$ cat src/rtl/usb_bufalloc_pkg.sv
package usb_bufalloc_pkg;

   typedef enum logic [1:0] {
      WK_CFG = 2'd0,
      WK_ENA = 2'd1,
      WK_CLR = 2'd2,
      WK_NOP = 2'd3
   } wr_kind_e;

   localparam int unsigned LEN_W   = 12;
   localparam int unsigned MAX_LEN = 3072;

   typedef struct packed {
      logic       alloc;
      logic       enable;
      logic [1:0] banks;
      logic [2:0] size;
      logic       dir;
      logic [1:0] ttype;
   } ep_cfg_t;

   function automatic logic [LEN_W-1:0] win_len(input logic [1:0] banks,
                                                input logic [2:0] size);
      logic [LEN_W-1:0] unit;
      unit = LEN_W'(8) << size;
      case (banks)
         2'd0:    return unit;
         2'd1:    return unit << 1;
         default: return (unit << 1) + unit;
      endcase
   endfunction

endpackage

$ cat src/rtl/bufalloc_slot.sv
module bufalloc_slot
   import usb_bufalloc_pkg::*;
#(
   parameter int unsigned BW = 15
) (
   input  logic              clk,
   input  logic              rst_n,
   input  logic              hit,
   input  wr_kind_e          kind,
   input  ep_cfg_t           wr_cfg,
   output ep_cfg_t           cfg_q,
   output logic [BW-1:0]     len
);

   always_ff @(posedge clk or negedge rst_n) begin
      if (!rst_n) begin
         cfg_q <= '0;
      end else if (hit) begin
         case (kind)
            WK_CFG: begin
               cfg_q.alloc <= wr_cfg.alloc;
               cfg_q.banks <= wr_cfg.banks;
               cfg_q.size  <= wr_cfg.size;
               cfg_q.dir   <= wr_cfg.dir;
               cfg_q.ttype <= wr_cfg.ttype;
            end
            WK_ENA:  cfg_q.enable <= wr_cfg.enable;
            default: ;
         endcase
      end
   end

   assign len = BW'(win_len(cfg_q.banks, cfg_q.size));

endmodule

$ cat src/rtl/bufalloc_place.sv
module bufalloc_place #(
   parameter int unsigned NUM_EP = 6,
   parameter int unsigned EPW    = 3,
   parameter int unsigned BW     = 15
) (
   input  logic                          clk,
   input  logic                          rst_n,
   input  logic                          evt_valid,
   input  logic                          evt_ins,
   input  logic [EPW-1:0]                evt_ep,
   input  logic [NUM_EP-1:0]             alloc_i,
   input  logic [NUM_EP-1:0][BW-1:0]     len_i,
   input  logic [NUM_EP-1:0]             clr_i,
   output logic [NUM_EP-1:0][BW-1:0]     base_o,
   output logic [NUM_EP-1:0]             lost_o
);

   logic [NUM_EP-1:0][BW-1:0] ins_base;

   for (genvar i = 0; i < NUM_EP; i++) begin : g_win
      logic          self_ins, self_rem, nb_ins, nb_rem;
      logic [BW-1:0] nb_base;

      assign self_ins = evt_valid &  evt_ins & (evt_ep == EPW'(i));
      assign self_rem = evt_valid & ~evt_ins & (evt_ep == EPW'(i));

      if (i == 0) begin : g_first
         assign ins_base[i] = '0;
         assign nb_ins      = 1'b0;
         assign nb_rem      = 1'b0;
         assign nb_base     = '0;
      end else begin : g_rest
         assign ins_base[i] = alloc_i[i-1] ? (base_o[i-1] + len_i[i-1]) : '0;
         assign nb_ins  = evt_valid &  evt_ins & (evt_ep == EPW'(i-1)) & alloc_i[i];
         assign nb_rem  = evt_valid & ~evt_ins & (evt_ep == EPW'(i-1)) & alloc_i[i];
         assign nb_base = nb_ins ? (ins_base[i-1] + len_i[i-1]) : base_o[i-1];
      end

      always_ff @(posedge clk or negedge rst_n) begin
         if (!rst_n) begin
            base_o[i] <= '0;
            lost_o[i] <= 1'b0;
         end else begin
            if (self_ins)
               base_o[i] <= ins_base[i];
            else if (self_rem)
               base_o[i] <= '0;
            else if (nb_ins | nb_rem)
               base_o[i] <= nb_base;

            if (nb_ins | nb_rem)
               lost_o[i] <= 1'b1;
            else if (self_ins | clr_i[i])
               lost_o[i] <= 1'b0;
         end
      end
   end

endmodule

$ cat src/rtl/bufalloc_guard.sv
module bufalloc_guard #(
   parameter int unsigned NUM_EP    = 6,
   parameter int unsigned BW        = 15,
   parameter int unsigned RAM_BYTES = 4096
) (
   input  logic [NUM_EP-1:0]          alloc_i,
   input  logic [NUM_EP-1:0][BW-1:0]  base_i,
   input  logic [NUM_EP-1:0][BW-1:0]  len_i,
   output logic [NUM_EP-1:0]          overlap_o,
   output logic [NUM_EP-1:0]          overflow_o
);

   logic [NUM_EP-1:0][BW:0] end_addr;

   for (genvar i = 0; i < NUM_EP; i++) begin : g_chk
      assign end_addr[i]   = {1'b0, base_i[i]} + {1'b0, len_i[i]};
      assign overflow_o[i] = alloc_i[i] && (32'(end_addr[i]) > 32'(RAM_BYTES));

      if (i == NUM_EP - 1) begin : g_last
         assign overlap_o[i] = 1'b0;
      end else begin : g_pair
         assign overlap_o[i] = alloc_i[i] && alloc_i[i+1]
                               && ({1'b0, base_i[i]}   < end_addr[i+1])
                               && ({1'b0, base_i[i+1]} < end_addr[i]);
      end
   end

endmodule

$ cat src/rtl/usb_ep_buf_alloc.sv
module usb_ep_buf_alloc
   import usb_bufalloc_pkg::*;
#(
   parameter int unsigned NUM_EP    = 6,
   parameter int unsigned RAM_BYTES = 4096,
   localparam int unsigned EPW      = (NUM_EP > 1) ? $clog2(NUM_EP) : 1,
   localparam int unsigned BW       = $clog2(NUM_EP * MAX_LEN + 1)
) (
   input  logic                  clk,
   input  logic                  rst_n,
   input  logic                  wr_valid,
   input  logic [1:0]            wr_kind,
   input  logic [EPW-1:0]        wr_ep,
   input  logic                  wr_alloc,
   input  logic                  wr_enable,
   input  logic [1:0]            wr_banks,
   input  logic [2:0]            wr_size,
   input  logic                  wr_dir,
   input  logic [1:0]            wr_type,
   output logic [NUM_EP-1:0]     alloc_o,
   output logic [NUM_EP-1:0]     enable_o,
   output logic [NUM_EP-1:0]     lost_o,
   output logic [NUM_EP-1:0]     overlap_o,
   output logic [NUM_EP-1:0]     overflow_o,
   output logic [NUM_EP*BW-1:0]  base_o,
   output logic [NUM_EP*BW-1:0]  len_o,
   output logic [NUM_EP*2-1:0]   banks_o,
   output logic [NUM_EP*3-1:0]   size_o,
   output logic [NUM_EP-1:0]     dir_o,
   output logic [NUM_EP*2-1:0]   type_o
);

   if (NUM_EP < 2 || NUM_EP > 16) begin : g_bad_num_ep
      $error("usb_ep_buf_alloc: NUM_EP must lie in 2..16");
   end
   if (RAM_BYTES < 64) begin : g_bad_ram
      $error("usb_ep_buf_alloc: RAM_BYTES must be at least 64");
   end

   wr_kind_e                   kind;
   ep_cfg_t                    wr_cfg;
   ep_cfg_t [NUM_EP-1:0]       cfg_q;
   logic [NUM_EP-1:0]          hit, clr, toggles;
   logic [NUM_EP-1:0][BW-1:0]  len_w, base_w;

   logic                       evt_valid_q, evt_ins_q;
   logic [EPW-1:0]             evt_ep_q;

   assign kind   = wr_kind_e'(wr_kind);
   assign wr_cfg = '{alloc: wr_alloc, enable: wr_enable, banks: wr_banks,
                     size: wr_size, dir: wr_dir, ttype: wr_type};

   for (genvar i = 0; i < NUM_EP; i++) begin : g_ep
      assign hit[i]     = wr_valid && (wr_ep == EPW'(i));
      assign clr[i]     = hit[i] && (kind == WK_CLR);
      assign toggles[i] = hit[i] && (kind == WK_CFG) && (wr_alloc != cfg_q[i].alloc);

      bufalloc_slot #(.BW(BW)) slot_i (
         .clk    (clk),
         .rst_n  (rst_n),
         .hit    (hit[i]),
         .kind   (kind),
         .wr_cfg (wr_cfg),
         .cfg_q  (cfg_q[i]),
         .len    (len_w[i])
      );

      assign alloc_o[i]           = cfg_q[i].alloc;
      assign enable_o[i]          = cfg_q[i].enable;
      assign dir_o[i]             = cfg_q[i].dir;
      assign banks_o[i*2 +: 2]    = cfg_q[i].banks;
      assign size_o[i*3 +: 3]     = cfg_q[i].size;
      assign type_o[i*2 +: 2]     = cfg_q[i].ttype;
      assign base_o[i*BW +: BW]   = base_w[i];
      assign len_o[i*BW +: BW]    = len_w[i];
   end

   always_ff @(posedge clk or negedge rst_n) begin
      if (!rst_n) begin
         evt_valid_q <= 1'b0;
         evt_ins_q   <= 1'b0;
         evt_ep_q    <= '0;
      end else begin
         evt_valid_q <= |toggles;
         evt_ins_q   <= wr_alloc;
         evt_ep_q    <= wr_ep;
      end
   end

   bufalloc_place #(.NUM_EP(NUM_EP), .EPW(EPW), .BW(BW)) place_i (
      .clk       (clk),
      .rst_n     (rst_n),
      .evt_valid (evt_valid_q),
      .evt_ins   (evt_ins_q),
      .evt_ep    (evt_ep_q),
      .alloc_i   (alloc_o),
      .len_i     (len_w),
      .clr_i     (clr),
      .base_o    (base_w),
      .lost_o    (lost_o)
   );

   bufalloc_guard #(.NUM_EP(NUM_EP), .BW(BW), .RAM_BYTES(RAM_BYTES)) guard_i (
      .alloc_i    (alloc_o),
      .base_i     (base_w),
      .len_i      (len_w),
      .overlap_o  (overlap_o),
      .overflow_o (overflow_o)
   );

endmodule

$ cat config.mk
export PLATFORM = sky130hd
export DESIGN_NAME = usb_ep_buf_alloc
export DESIGN_NICKNAME = d
export VERILOG_FILES = /design/src/rtl/usb_bufalloc_pkg.sv /design/src/rtl/bufalloc_slot.sv /design/src/rtl/bufalloc_place.sv /design/src/rtl/bufalloc_guard.sv /design/src/rtl/usb_ep_buf_alloc.sv
export SDC_FILE = /design/constraint.sdc
export NUM_CORES = 1
export LEC_CHECK = 0
export ABC_AREA = 1
export BUFFER_PORTS_ARGS = -buffer_cell sky130_fd_sc_hd__clkbuf_2
export CAP_MARGIN = 25
export CORE_AREA = 2 2 247 249
export DETAILED_ROUTE_END_ITERATION = 6
export DIE_AREA = 0 0 249 251
export GPL_TIMING_DRIVEN = 0
export PLACE_DENSITY_LB_ADDON = 0.05
export SYNTH_ARGS = -nofsm -noshare
export SYNTH_HDL_FRONTEND = slang
export SYNTH_HIERARCHICAL = 1
export SYNTH_SLANG_ARGS = --single-unit
$ cat constraint.sdc
create_clock -name clk -period 3.3 [get_ports clk]
set_input_delay 0.165 -clock clk [delete_from_list [all_inputs] [get_ports clk]]
set_output_delay 0.165 -clock clk [all_outputs]
set_load 0.02 [all_outputs]
# After elaboration in Yosys (flattened, before gate mapping)
# Cells that the tools add are included.
[totals]
register_bits = 160
out_inout_bits = 258
[classes]
shift = 6
n_eq_ne = 24
muxes = 43
n_reduce_logical = 77
bitwise = 35
add_sub_neg = 21
n_lt_le_gt_ge = 16
[op_table]
columns = ["op", "count"]
rows = [
  ["two-way mux 15 bit", 27],
  ["< comparator 15 x 16 -> 1 bit", 10],
  ["one-hot mux 12 bit (2 select lines)", 6],
  ["adder 15 x 12 -> 15 bit", 9],
  ["adder 15 x 12 -> 16 bit", 6],
  ["greater-than comparator 16 x 13 -> 1 bit, second input constant", 6],
  ["adder 12 bit", 6],
  ["<< shifter 4 x 3 -> 12 bit, first input constant", 6],
  ["logical AND 1 bit", 44],
  ["bitwise AND 1 bit", 24],
  ["AND reduction 2 bit", 12],
  ["nonzero test 3 bit", 5],
  ["== test 2 x 1 -> 1 bit, second input constant", 7],
  ["logical NOT 2 bit", 7],
  ["== test 3 x 2 -> 1 bit, second input constant", 4],
  ["== test 3 bit, second input constant", 4],
  ["nonzero test 2 bit", 6],
  ["two-way mux 1 bit", 10],
  ["bitwise OR 1 bit", 10],
  ["== test 3 x 1 -> 1 bit, second input constant", 2],
  ["logical NOT 3 bit", 2],
  ["!= test 1 bit", 6],
  ["OR reduction 6 bit", 1],
  ["== test 2 bit, second input constant", 1],
  ["inverter 1 bit", 1],
]

# Longest topological paths before layout
[depth]
ltp_word = 10
depth_mapped = 34
depth_no_buf = 33

# By module
# Netlist, hierarchy kept.
[by_module_without_submodules]
columns = ["module", "area_each_um2", "n_inst", "cells_each", "seq_area_each_um2"]
rows = [
  ["bufalloc_place", 10083.4, 1, 1545, 2001.9],
  ["bufalloc_guard", 8643.3, 1, 1451, 0.0],
  ["bufalloc_slot", 754.5, 6, 100, 250.2],
  ["usb_ep_buf_alloc", 376.6, 1, 56, 125.1],
]

# Worst setup path before layout
# Ideal clock, no wire load.
[synth_timing]
kind = "register to register"
startpoint = "register g_ep[3].slot_i/cfg_q[7] (netlist name)"
endpoint = "register place_i/base_o[89] in the netlist's numbering"
setup_ns = 0.117
period_less_slack_ns = 4.378
path_stages_with_launch = 27
arrival_ns = 4.262
path_slack_ns = -1.078
required_time_ns = 3.183
n_path_buf = 0
cell_sequence = "dfrtp_1 > inv_2 > nand2_2 > inv_2 > nor4_1 > ha_1 > or2_2 > nand3_1 > nand2_1 > a21oi_1 > o21bai_1 > or2_2 > nand2_1 > nor2_1 > ha_1 > nand3_1 > inv_1 > a21oi_1 > inv_1 > nor2_1 > inv_1 > nand2_1 > nand3_1 > nand2_1 > nand2_1 > nand2_1 > nand2_1"
[synth_between]
elab_chain_len = 9
[synth_lines]
columns = ["item", "line", "source"]
rows = [
  ["== test 2 x 1 -> 1 bit / logical NOT 2 bit (equally long branches)", "usb_bufalloc_pkg.sv:26", "case (banks)"],
  ["one-hot mux 12 bit (2 select lines) (*)", "usb_bufalloc_pkg.sv:26", ""],
  ["named net len_o[48]", "usb_ep_buf_alloc.sv:26", "output logic [NUM_EP*BW-1:0] len_o,"],
  ["adder 15 x 12 -> 15 bit (*)", "bufalloc_place.sv:33", "assign ins_base[i] = alloc_i[i-1] ? (base_o[i-1] + len_i[i-1]) : '0;"],
  ["two-way mux 15 bit (*)", "bufalloc_place.sv:33", ""],
  ["adder 15 x 12 -> 15 bit (*)", "bufalloc_place.sv:36", "assign nb_base = nb_ins ? (ins_base[i-1] + len_i[i-1]) : base_o[i-1];"],
  ["two-way mux 15 bit (*)", "bufalloc_place.sv:36", ""],
  ["two-way mux 15 bit (*)", "bufalloc_place.sv:48", "else if (nb_ins | nb_rem)"],
  ["two-way mux 15 bit (*)", "bufalloc_place.sv:46", "else if (self_rem)"],
  ["two-way mux 15 bit (*)", "bufalloc_place.sv:44", "if (self_ins)"],
  ["end signal: indexed assignment", "bufalloc_place.sv:45", "base_o[i] <= ins_base[i];"],
  ["end signal: indexed assignment", "bufalloc_place.sv:49", "base_o[i] <= nb_base;"],
  ["end: declaration", "bufalloc_place.sv:14", "output logic [NUM_EP-1:0][BW-1:0] base_o,"],
]
# The timed path passes the listed nets; every way through them passes the cells marked *. The select of a mux whose other input is x is not followed.
# A chain may end at the register's enable or synchronous reset.

# Worst setup path in the final report
[layout_timing]
startpoint = "register g_ep[2].slot_i/cfg_q[4] (netlist name)"
endpoint = "output port overlap_o[2]"
[layout_between]
elab_chain_len = 6
[layout_lines]
columns = ["item", "line", "source"]
rows = [
  ["<< shifter 4 x 3 -> 12 bit (*)", "usb_bufalloc_pkg.sv:25", "unit = LEN_W'(8) << size;"],
  ["adder 12 bit", "usb_bufalloc_pkg.sv:29", "default: return (unit << 1) + unit;"],
  ["one-hot mux 12 bit (2 select lines) (*)", "usb_bufalloc_pkg.sv:26", ""],
  ["adder 15 x 12 -> 16 bit (*)", "bufalloc_guard.sv:16", "assign end_addr[i] = {1'b0, base_i[i]} + {1'b0, len_i[i]};"],
  ["< comparator 15 x 16 -> 1 bit (*)", "bufalloc_guard.sv:24", "&& ({1'b0, base_i[i+1]} < end_addr[i]);"],
  ["logical AND 1 bit (*)", "bufalloc_guard.sv:24", ""],
  ["end: declaration", "usb_ep_buf_alloc.sv:23", "output logic [NUM_EP-1:0] overlap_o,"],
]
# Mark *: on every way between the ends. The rest lies on a longest branch, timed or not.

==> flow_summary.yaml <==
grt:
  antenna_found_initial: 2
  grt_use_met3_pct: 4.20
  first_global_vias: 25200
  grtUsageMet1_pct: 40.7
  busiest_layer: "met2"
  gr-usage-met2_pct: 54.4
  overflow: 0
  grt_pass1_wl_um: 151000
  grt.total_usage_pct: 31.6
  grt_max_degree: 76
finish:
  drive_gt1_share_pct: 35.1
  area_growth_pct: 39.7
  fill_cells: 5769
  final_area_um2: 33000
  final_common_cell: "nand2_1"
  final_nets: 4589
  n_antenna_cell: 0
  layout_common_cells: "725 x nand2_1, 370 x inv_1, 298 x nor2_1"
pwr:
  p_sw_share_pct: 54.2
  power.internal_mw: 9.81
  combPwrFrac_pct: 75.4
  ir_drop_uv: 427
  switchingPower_mw: 11.6
  power_frac_seq_pct: 15.2
  power_density_nw_per_um2: 649
  p_leak_nw: 16.6
  power_frac_clock_pct: 9.4
critical_path:
  criticalPathCategory: "flop to primary output"
  cp.required_ps: 3130
  worst_setup_path_end_kind: "primary output"
  crit_chain: "buf_12, inv_8, nor2_4, inv_2, buf_4, nor2_4, ha_2, nand2_1, inv_1, nand2_1, nand2_2, xor2_2, inv_2, ha_1, a21oi_1, o31ai_1, a21oi_1, nor2_1, nand2_1, nand2_1, nand2_2, nand2_2, nor2_4, buf_8"
  cpMostUsedCell: "nand2_1"
  arrival_ps: 3980
  path_max_fanout: 6
  max_stage_delay_ps: 400
  crit_path_top_delay_cell: "ha_2"
  crit_path_start_kind: "flop"
clock_network:
  h-tree-depth: 4
  clk_transition_reported_paths_ps: 70
  cts_tree: "yes"
  clk_latency_ps: 470
  clock-sinks: 145
  cts_root_buffer: "clkbuf_16"
  cts_buffer_depth: 2
  numCtsBuffers: 17
timing:
  worstMarginPinSlew_ps: 884
  slew_headroom_pct: 41.0
  setup-violations-final: 34
  skew_ps: 13.0
  final_hold_viol_count: 0
  timing.hold.ws_ps: 46.3
  fin_crit_sh_pct: 126
  fin_crit_ps: 4150
  setup_slack_ps: -847
  rsz0062_at_grt: "yes"
  fmax_mhz: 241
  setup-tns-final_ps: -17030
  slew_viol_final: 0
detailed_routing:
  firstDrtPassIters: 7
  ant_nets: 0
  vias: 27000
  routedWlPerCell_um: 20.5
  drtIter0Drc: 2103
  routed_wl_um: 103000
  route.detailed.drc: 3
  routed_via_density: 5.38
status:
  violations: "DRC, setup timing"
  status: "finished, violations left"
place:
  io_buffers: 221
  gp_congestion: 0.944
  place_area_um2: 26900
  place_hpwl_um: 76800
floorplan:
  coreArea_um2: 59800
  start_util_pct: 39.5
  dieArea_um2: 62500
  die_y_um: 251
  rows: 90
  ios: 276
  die_w_um: 249
synth:
  syn_avg_cell_area_um2: 6.47
  yosysWarningCount: 6
  syn_inst: 3651
  synth_area_um2: 23600
run:
  maxCapViolCount: 0
worst_hold_path:
  hp-class: "input pin to flop"
-- power by group through the flow --
stage | logic (mW) | registers [mW] | clock network (mW)
floorplan | 8.74 | 2.99 | 0
global placement | 11.9 | 3.20 | 0
detailed placement | 12.0 | 3.20 | 0
CTS | 14.4 | 3.21 | 2.04
global route | 17.7 | 3.27 | 2.11
finish | 16.1 | 3.26 | 2.02
-- cell type report --
type / count / area [um^2] / area share, %
buffer: 102 / 801 / 2.43
clock buffer: 18 / 429 / 1.30
timing repair buffer: 511 / 3680 / 11.1
inverter: 468 / 1850 / 5.60
sequential: 145 / 3660 / 11.1
multi-input combinational: 2974 / 21500 / 65.0
tap: 782 / 978 / 2.96
clock inverter: 14 / 160 / 0.485
-- layer usage --
layer,share of wire (%),vias up
met2,48,904
li1,-,13300
met3,6.3,183
met5,0.011,-
met4,3.7,2
met1,42,12600
-- state kept, by name, indices dropped and copies added (netlist names) --
name	cells
evt_ep_q	3
evt_ins_q	1
evt_valid_q	1
g_ep.slot_i/cfg_q	60
place_i/base_o	75
place_i/lost_o	5
-- critical path, delay by kind of cell, from the launching register on --
family                     cells  cell delay, ps
xor gates and xnor gates       1             200
buffers and inverters          7             640
AOI/OAI and AO/OA              3             420
adders and majority gates      2             700
and+or+nand+nor               11            1150
DFF                            1             380
-- stage by stage --
step           utilization [%]  cells  total power [mW]  setup slack (ps)
2_1_floorplan                -   3696              11.7              -312
3_3_place_gp              45.0   4699              15.1             -1050
3_5_place_dp              45.1   4700              15.2              -924
4_1_cts                   51.9   4946              19.6              -849
5_1_grt                   55.2   5014              23.1             -1050
6_report                  55.2   5014              21.4              -847
-- final timing paths --
path	startpoint	to	slack [ps]	cells past startpoint
setup / recovery	g_ep[2].slot_i/cfg_q[4]	overlap_o[2]	-850	24
hold / removal	wr_dir	g_ep[5].slot_i/cfg_q[2]	50	3
setup reg to reg	g_ep[2].slot_i/cfg_q[4]	place_i/base_o[74]	-760	25
hold reg to reg	g_ep[3].slot_i/cfg_q[0]	g_ep[3].slot_i/cfg_q[0]	470	2
max in group asynchronous	rst_n	place_i/base_o[59]	2150	3
min in group asynchronous	rst_n	g_ep[0].slot_i/cfg_q[0]	280	2
-- timing repair --
action | in CTS | in global routing
resized for setup | 420 | 344
setup buffers | 217 | 73
pin swaps | 247 | 221
hold buffers | 6 | 0
gates cloned | 0 | 0
endpoints found under the hold margin | 80 | 0
endpoints found under the setup margin | 42 | 46
(Power assumes the default switching activity.)
